$ cat config.mk
export PLATFORM = sky130hd
export DESIGN_NAME = owire_master
export DESIGN_NICKNAME = d
export VERILOG_FILES = /design/src/rtl/owire_pkg.sv /design/src/rtl/owire_tick.sv /design/src/rtl/owire_seq.sv /design/src/rtl/owire_master.sv
export SDC_FILE = /design/constraint.sdc
export NUM_CORES = 1
export LEC_CHECK = 0
export ABC_AREA = 1
export BUFFER_PORTS_ARGS = -buffer_cell sky130_fd_sc_hd__clkbuf_2
export CORE_ASPECT_RATIO = 0.7
export CORE_MARGIN = 2
export CORE_UTILIZATION = 50
export DETAILED_ROUTE_END_ITERATION = 8
export PLACE_DENSITY = 0.66
export SLEW_MARGIN = 20
export SYNTH_ARGS = -nofsm -noshare
export SYNTH_HDL_FRONTEND = slang
export SYNTH_SLANG_ARGS = --single-unit
export TNS_END_PERCENT = 1
$ cat constraint.sdc
create_clock -name clk -period 5.2 [get_ports clk]
set_input_delay 1.04 -clock clk [delete_from_list [all_inputs] [get_ports clk]]
set_output_delay 1.04 -clock clk [all_outputs]
set_load 0.01 [all_outputs]
$ cat src/rtl/owire_pkg.sv
package owire_pkg;

    typedef enum logic [2:0] {
        ST_IDLE,
        ST_RST_LOW,
        ST_RST_WAIT,
        ST_RST_REST,
        ST_SLOT_LOW,
        ST_SLOT_BIT,
        ST_SLOT_HOLD,
        ST_SLOT_REC
    } owire_state_e;

endpackage

$ cat src/rtl/owire_tick.sv
module owire_tick #(
    parameter int CLK_PER_US = 200
) (
    input  logic clk,
    input  logic rst_n,
    input  logic clear,
    output logic tick
);
    localparam int CW = (CLK_PER_US > 1) ? $clog2(CLK_PER_US) : 1;
    localparam logic [CW-1:0] LAST = CW'(CLK_PER_US - 1);

    typedef struct packed {
        logic [CW-1:0] cnt;
    } tick_s;

    tick_s tk_d, tk_q;

    always_comb begin
        tk_d = tk_q;
        if (clear || tk_q.cnt == LAST) begin
            tk_d.cnt = '0;
        end else begin
            tk_d.cnt = tk_q.cnt + 1'b1;
        end
    end

    always_ff @(posedge clk) begin
        if (!rst_n) begin
            tk_q <= '0;
        end else begin
            tk_q <= tk_d;
        end
    end

    assign tick = (tk_q.cnt == LAST) && !clear;

endmodule

$ cat src/rtl/owire_seq.sv
module owire_seq
    import owire_pkg::*;
#(
    parameter int T_RST_LOW  = 480,
    parameter int T_PRES     = 64,
    parameter int T_RST_REST = 416,
    parameter int T_SLOT_LOW = 6,
    parameter int T_SAMPLE   = 15,
    parameter int T_HOLD     = 51,
    parameter int T_REC      = 2,
    parameter int NBITS      = 8
) (
    input  logic             clk,
    input  logic             rst_n,
    input  logic             tick,
    input  logic             start_reset,
    input  logic             start_touch,
    input  logic [NBITS-1:0] tx_byte,
    input  logic             bus_in,
    output logic             accept,
    output logic             busy,
    output logic             done,
    output logic             presence,
    output logic [NBITS-1:0] rx_byte,
    output logic             bus_oe
);
    localparam int T_BIT = T_SAMPLE - T_SLOT_LOW;
    localparam int MAX_A = (T_RST_LOW > T_RST_REST) ? T_RST_LOW : T_RST_REST;
    localparam int MAX_B = (T_PRES > T_HOLD) ? T_PRES : T_HOLD;
    localparam int TMAX  = (MAX_A > MAX_B) ? MAX_A : MAX_B;
    localparam int PW    = $clog2(TMAX + 1);
    localparam int BW    = (NBITS > 1) ? $clog2(NBITS) : 1;
    localparam logic [BW-1:0] LAST_BIT = BW'(NBITS - 1);

    typedef struct packed {
        owire_state_e     st;
        logic [PW-1:0]    pcnt;
        logic [BW-1:0]    bitn;
        logic [NBITS-1:0] sh;
        logic             cur;
        logic             pres;
        logic [NBITS-1:0] rx;
        logic             done;
    } seq_s;

    seq_s sq_d, sq_q;
    logic phase_end;

    function automatic logic [PW-1:0] span_of(owire_state_e s);
        case (s)
            ST_RST_LOW:   span_of = PW'(T_RST_LOW - 1);
            ST_RST_WAIT:  span_of = PW'(T_PRES - 1);
            ST_RST_REST:  span_of = PW'(T_RST_REST - 1);
            ST_SLOT_LOW:  span_of = PW'(T_SLOT_LOW - 1);
            ST_SLOT_BIT:  span_of = PW'(T_BIT - 1);
            ST_SLOT_HOLD: span_of = PW'(T_HOLD - 1);
            ST_SLOT_REC:  span_of = PW'(T_REC - 1);
            default:      span_of = '0;
        endcase
    endfunction

    assign busy      = (sq_q.st != ST_IDLE);
    assign accept    = !busy && (start_reset || start_touch);
    assign phase_end = tick && (sq_q.pcnt == span_of(sq_q.st));

    always_comb begin
        sq_d      = sq_q;
        sq_d.done = 1'b0;
        if (sq_q.st == ST_IDLE) begin
            sq_d.pcnt = '0;
            if (start_reset) begin
                sq_d.st = ST_RST_LOW;
            end else if (start_touch) begin
                sq_d.st   = ST_SLOT_LOW;
                sq_d.sh   = tx_byte;
                sq_d.bitn = '0;
            end
        end else if (tick) begin
            if (!phase_end) begin
                sq_d.pcnt = sq_q.pcnt + 1'b1;
            end else begin
                sq_d.pcnt = '0;
                case (sq_q.st)
                    ST_RST_LOW:  sq_d.st = ST_RST_WAIT;
                    ST_RST_WAIT: begin
                        sq_d.st   = ST_RST_REST;
                        sq_d.pres = !bus_in;
                    end
                    ST_RST_REST: begin
                        sq_d.st   = ST_IDLE;
                        sq_d.done = 1'b1;
                    end
                    ST_SLOT_LOW: begin
                        sq_d.st  = ST_SLOT_BIT;
                        sq_d.cur = sq_q.sh[0];
                    end
                    ST_SLOT_BIT: begin
                        sq_d.st = ST_SLOT_HOLD;
                        sq_d.sh = {bus_in, sq_q.sh[NBITS-1:1]};
                    end
                    ST_SLOT_HOLD: sq_d.st = ST_SLOT_REC;
                    ST_SLOT_REC: begin
                        if (sq_q.bitn == LAST_BIT) begin
                            sq_d.st   = ST_IDLE;
                            sq_d.done = 1'b1;
                            sq_d.rx   = sq_q.sh;
                        end else begin
                            sq_d.st   = ST_SLOT_LOW;
                            sq_d.bitn = sq_q.bitn + 1'b1;
                        end
                    end
                    default: sq_d.st = ST_IDLE;
                endcase
            end
        end
    end

    always_ff @(posedge clk) begin
        if (!rst_n) begin
            sq_q    <= '0;
            sq_q.st <= ST_IDLE;
        end else begin
            sq_q <= sq_d;
        end
    end

    always_comb begin
        case (sq_q.st)
            ST_RST_LOW, ST_SLOT_LOW:   bus_oe = 1'b1;
            ST_SLOT_BIT, ST_SLOT_HOLD: bus_oe = !sq_q.cur;
            default:                   bus_oe = 1'b0;
        endcase
    end

    assign done     = sq_q.done;
    assign presence = sq_q.pres;
    assign rx_byte  = sq_q.rx;

endmodule

$ cat src/rtl/owire_master.sv
module owire_master #(
    parameter int CLK_PER_US = 200,
    parameter int T_RST_LOW  = 480,
    parameter int T_PRES     = 64,
    parameter int T_RST_REST = 416,
    parameter int T_SLOT_LOW = 6,
    parameter int T_SAMPLE   = 15,
    parameter int T_HOLD     = 51,
    parameter int T_REC      = 2
) (
    input  logic       clk,
    input  logic       rst_n,
    input  logic       start_reset,
    input  logic       start_touch,
    input  logic [7:0] tx_byte,
    output logic       busy,
    output logic       done,
    output logic       presence,
    output logic [7:0] rx_byte,
    output logic       bus_oe,
    input  logic       bus_in
);
    logic us_tick;
    logic cmd_accept;

    owire_tick #(
        .CLK_PER_US(CLK_PER_US)
    ) u_tick (
        .clk   (clk),
        .rst_n (rst_n),
        .clear (cmd_accept),
        .tick  (us_tick)
    );

    owire_seq #(
        .T_RST_LOW  (T_RST_LOW),
        .T_PRES     (T_PRES),
        .T_RST_REST (T_RST_REST),
        .T_SLOT_LOW (T_SLOT_LOW),
        .T_SAMPLE   (T_SAMPLE),
        .T_HOLD     (T_HOLD),
        .T_REC      (T_REC),
        .NBITS      (8)
    ) u_seq (
        .clk         (clk),
        .rst_n       (rst_n),
        .tick        (us_tick),
        .start_reset (start_reset),
        .start_touch (start_touch),
        .tx_byte     (tx_byte),
        .bus_in      (bus_in),
        .accept      (cmd_accept),
        .busy        (busy),
        .done        (done),
        .presence    (presence),
        .rx_byte     (rx_byte),
        .bus_oe      (bus_oe)
    );

endmodule

==> results.txt <==
Core Util, Final -> 56.4%
Post-CTS Setup Bufs -> 0
antenna fix cells -> 0
ANT nets after route -> 0
CP Class -> reg2out
Min Hold Slack -> 0.454 ns
DR pass1 iterations -> 4
CP endpoint -> busy
slowest stage cell, crit path -> nor2_2
total negative slack -> 0 ns
synthesis-stage register bit count -> 42
Worst Path Required -> 4.16 ns
Clock Skews -> 0.00563 ns
Die X-Extent -> 89.0 µm
Mapped Area -> 0.00253 mm²
Period Utilization, post-route -> 64.8%
Critical Path Stages -> 6
largest net degree at the start of global routing -> 25
Worst-Margin Slew -> 0.720 ns
Clock transition at path regs -> 0.08 ns
DRT iter0 DRCs -> 131
min cycle time layout -> 3.37 ns
via count -> 2273
Root Buffer -> clkbuf_8
Final setup viols -> 0
crit-path max FO -> 16
CP Launch Type -> flip-flop
Worst R2R Setup Slack -> 2.54 ns
clock tree sinks -> 42
WP buf/inv -> 4
Starting Density -> 52.3%
CP top delay family -> buffers and inverters
CP endpoint kind -> output port
Via density -> 4.87
Final Hold Vio Count -> 0
routed len/inst -> 11.6 µm
post-synth cell types -> 37
Die Footprint -> 0.00565 mm²
CTS buffer count -> 5
WP data arrival -> 2.33 ns
DRC -> 0
Clock Path Buffers -> 2
pwr dens -> 327 mW/mm²
Reg-to-Reg Start -> u_seq.sq_q[32]
register area share after synthesis -> 33.3%
Worst slew margin -> 52.0%
worst skew pair latency -> 0.30 ns
Slew Viols, Final -> 0
commonest non-fill, non-tap cell in the layout -> nand2_1
total power -> 0.892 mW
Post-CTS Resized -> 0
RSZ-0062 raised after global routing -> no
Total GRT Usage -> 20.6%
Hold WC Path Type -> reg2reg
Nets -> 419
cell count after synthesis -> 380
first-pass GRT wire length -> 9140 µm
htree depth -> 2
I/O pin cnt -> 25
reg-to-reg endpoint -> u_seq.sq_q[24]
synth warn -> 0
core box area -> 0.00483 mm²
Area growth, synth to finish -> 7.87%
Hold Buf Count CTS -> 0
Reg2Reg Depth -> 12
layout cells sized above 1 -> 14.6%
grt ovf -> 0
number of buffers added on ports -> 24
CP peak stage delay -> 0.55 ns
synthesized area per cell -> 6.65 µm²
Worst path most repeated cell -> inv_1
Row Count -> 21
HPWL Detailed -> 4050 µm
CTS tree -> yes
Max Fclk -> 0.297 GHz
GPL Wtd Cong -> 0.929
die span in y -> 63.5 µm
crit path from -> u_seq.sq_q[32]
hold depth -> 1
initial antenna violation count -> 0
Routed WL -> 5410 µm
commonest cells after routing, fill and taps aside -> nand2_1, nor2_1, inv_1
Leak Pwr -> 1.38 nW
Max VDD drop -> 0.192 mV
maxcap violations -> 0
critical-path cell list -> inv_1 > ha_1 > inv_2 > nor2_2 > inv_1 > clkbuf_2
status -> complete, no violations
Syn Nets -> 402
number of global-route vias before repair -> 1986
-- state kept, by name (all words and copies together), names as in the netlist --
name / cells
u_seq.sq_q: 24
u_seq.rx_byte: 8
u_tick.tk_q: 8
u_seq.done: 1
u_seq.presence: 1
-- logic make-up (layout without fill, tap and decap cells) --
family / Yosys count / in the layout / synth area share (%)
AND/OR/NAND/NOR: 230 / 230 / 42.2
buffers and inverters: 65 / 83 / 11.8
flip-flops: 42 / 42 / 33.3
AO/OA/AOI/OAI: 30 / 30 / 6.88
adder cells (fa/ha/maj): 9 / 9 / 4.46
XOR/XNOR: 4 / 4 / 1.39
-- worst min-delay path by stage --
stage	start	to
finish	u_tick.tk_q[0]	u_tick.tk_q[0]
global placement	u_tick.tk_q[0]	u_tick.tk_q[0]
floorplan	u_tick.tk_q[0]	u_tick.tk_q[0]
global route	u_tick.tk_q[0]	u_tick.tk_q[0]
CTS	u_tick.tk_q[0]	u_tick.tk_q[0]
detailed placement	u_tick.tk_q[0]	u_tick.tk_q[0]
-- layer usage --
metal  part of all wire, %  vias up  wire length, µm  track usage, %
met1                    51      978             2770            31.7
met5                     0        -                0               0
met2                    41       71             2200            28.9
li1                      -     1220                -               -
met3                   7.5        4              408            4.33
met4                  0.70        0               38            5.22
-- cell usage after synthesis (all sizes together) --
cell / instances / area (µm²)
o22ai: 3 / 18.8
clkbuf: 3 / 11.3
nand3: 23 / 143
o21bai: 1 / 7.51
or2: 1 / 6.26
xnor2: 2 / 17.5
a211oi: 2 / 15.0
o21ai: 12 / 63.8
inv: 51 / 199
nand3b: 1 / 7.51
a21oi: 9 / 45.0
dfxtp: 42 / 841
a22oi: 1 / 7.51
nand4: 9 / 56.3
buf: 11 / 87.6
nor3: 7 / 40.0
ha: 9 / 113
nor2: 77 / 330
o31ai: 1 / 7.51
and3: 2 / 12.5
nor3b: 5 / 37.5
nand2: 105 / 434
o32ai: 1 / 8.76
xor2: 2 / 17.5
-- final cells by class --
cell class | count | area [µm²]
clock inverter | 1 | 5.00
clock buffer | 7 | 86.3
fill | 494 | 2110
tap | 69 | 86.3
multi-input combinational | 273 | 1390
timing repair buffer | 24 | 120
inverter | 51 | 199
sequential | 42 | 841
-- stage by stage --
step / setup slack, ns / cell area [µm²] / std cells
after floorplan: 2.84 / 2530 / 380
after global placement: 2.29 / 2640 / 459
after detailed placement: 2.19 / 2640 / 459
after CTS: 1.85 / 2730 / 467
after global routing: 1.63 / 2730 / 467
final: 1.83 / 2730 / 467
-- power by group --
part | switching, mW | internal, mW | leakage [nW]
clock | 0.114 | 0.107 | 0.0482
combinational | 0.203 | 0.0902 | 0.987
sequential | 0.0298 | 0.348 | 0.340
total | 0.346 | 0.545 | 1.38
Note: power is estimated with default switching activity, not from simulation.
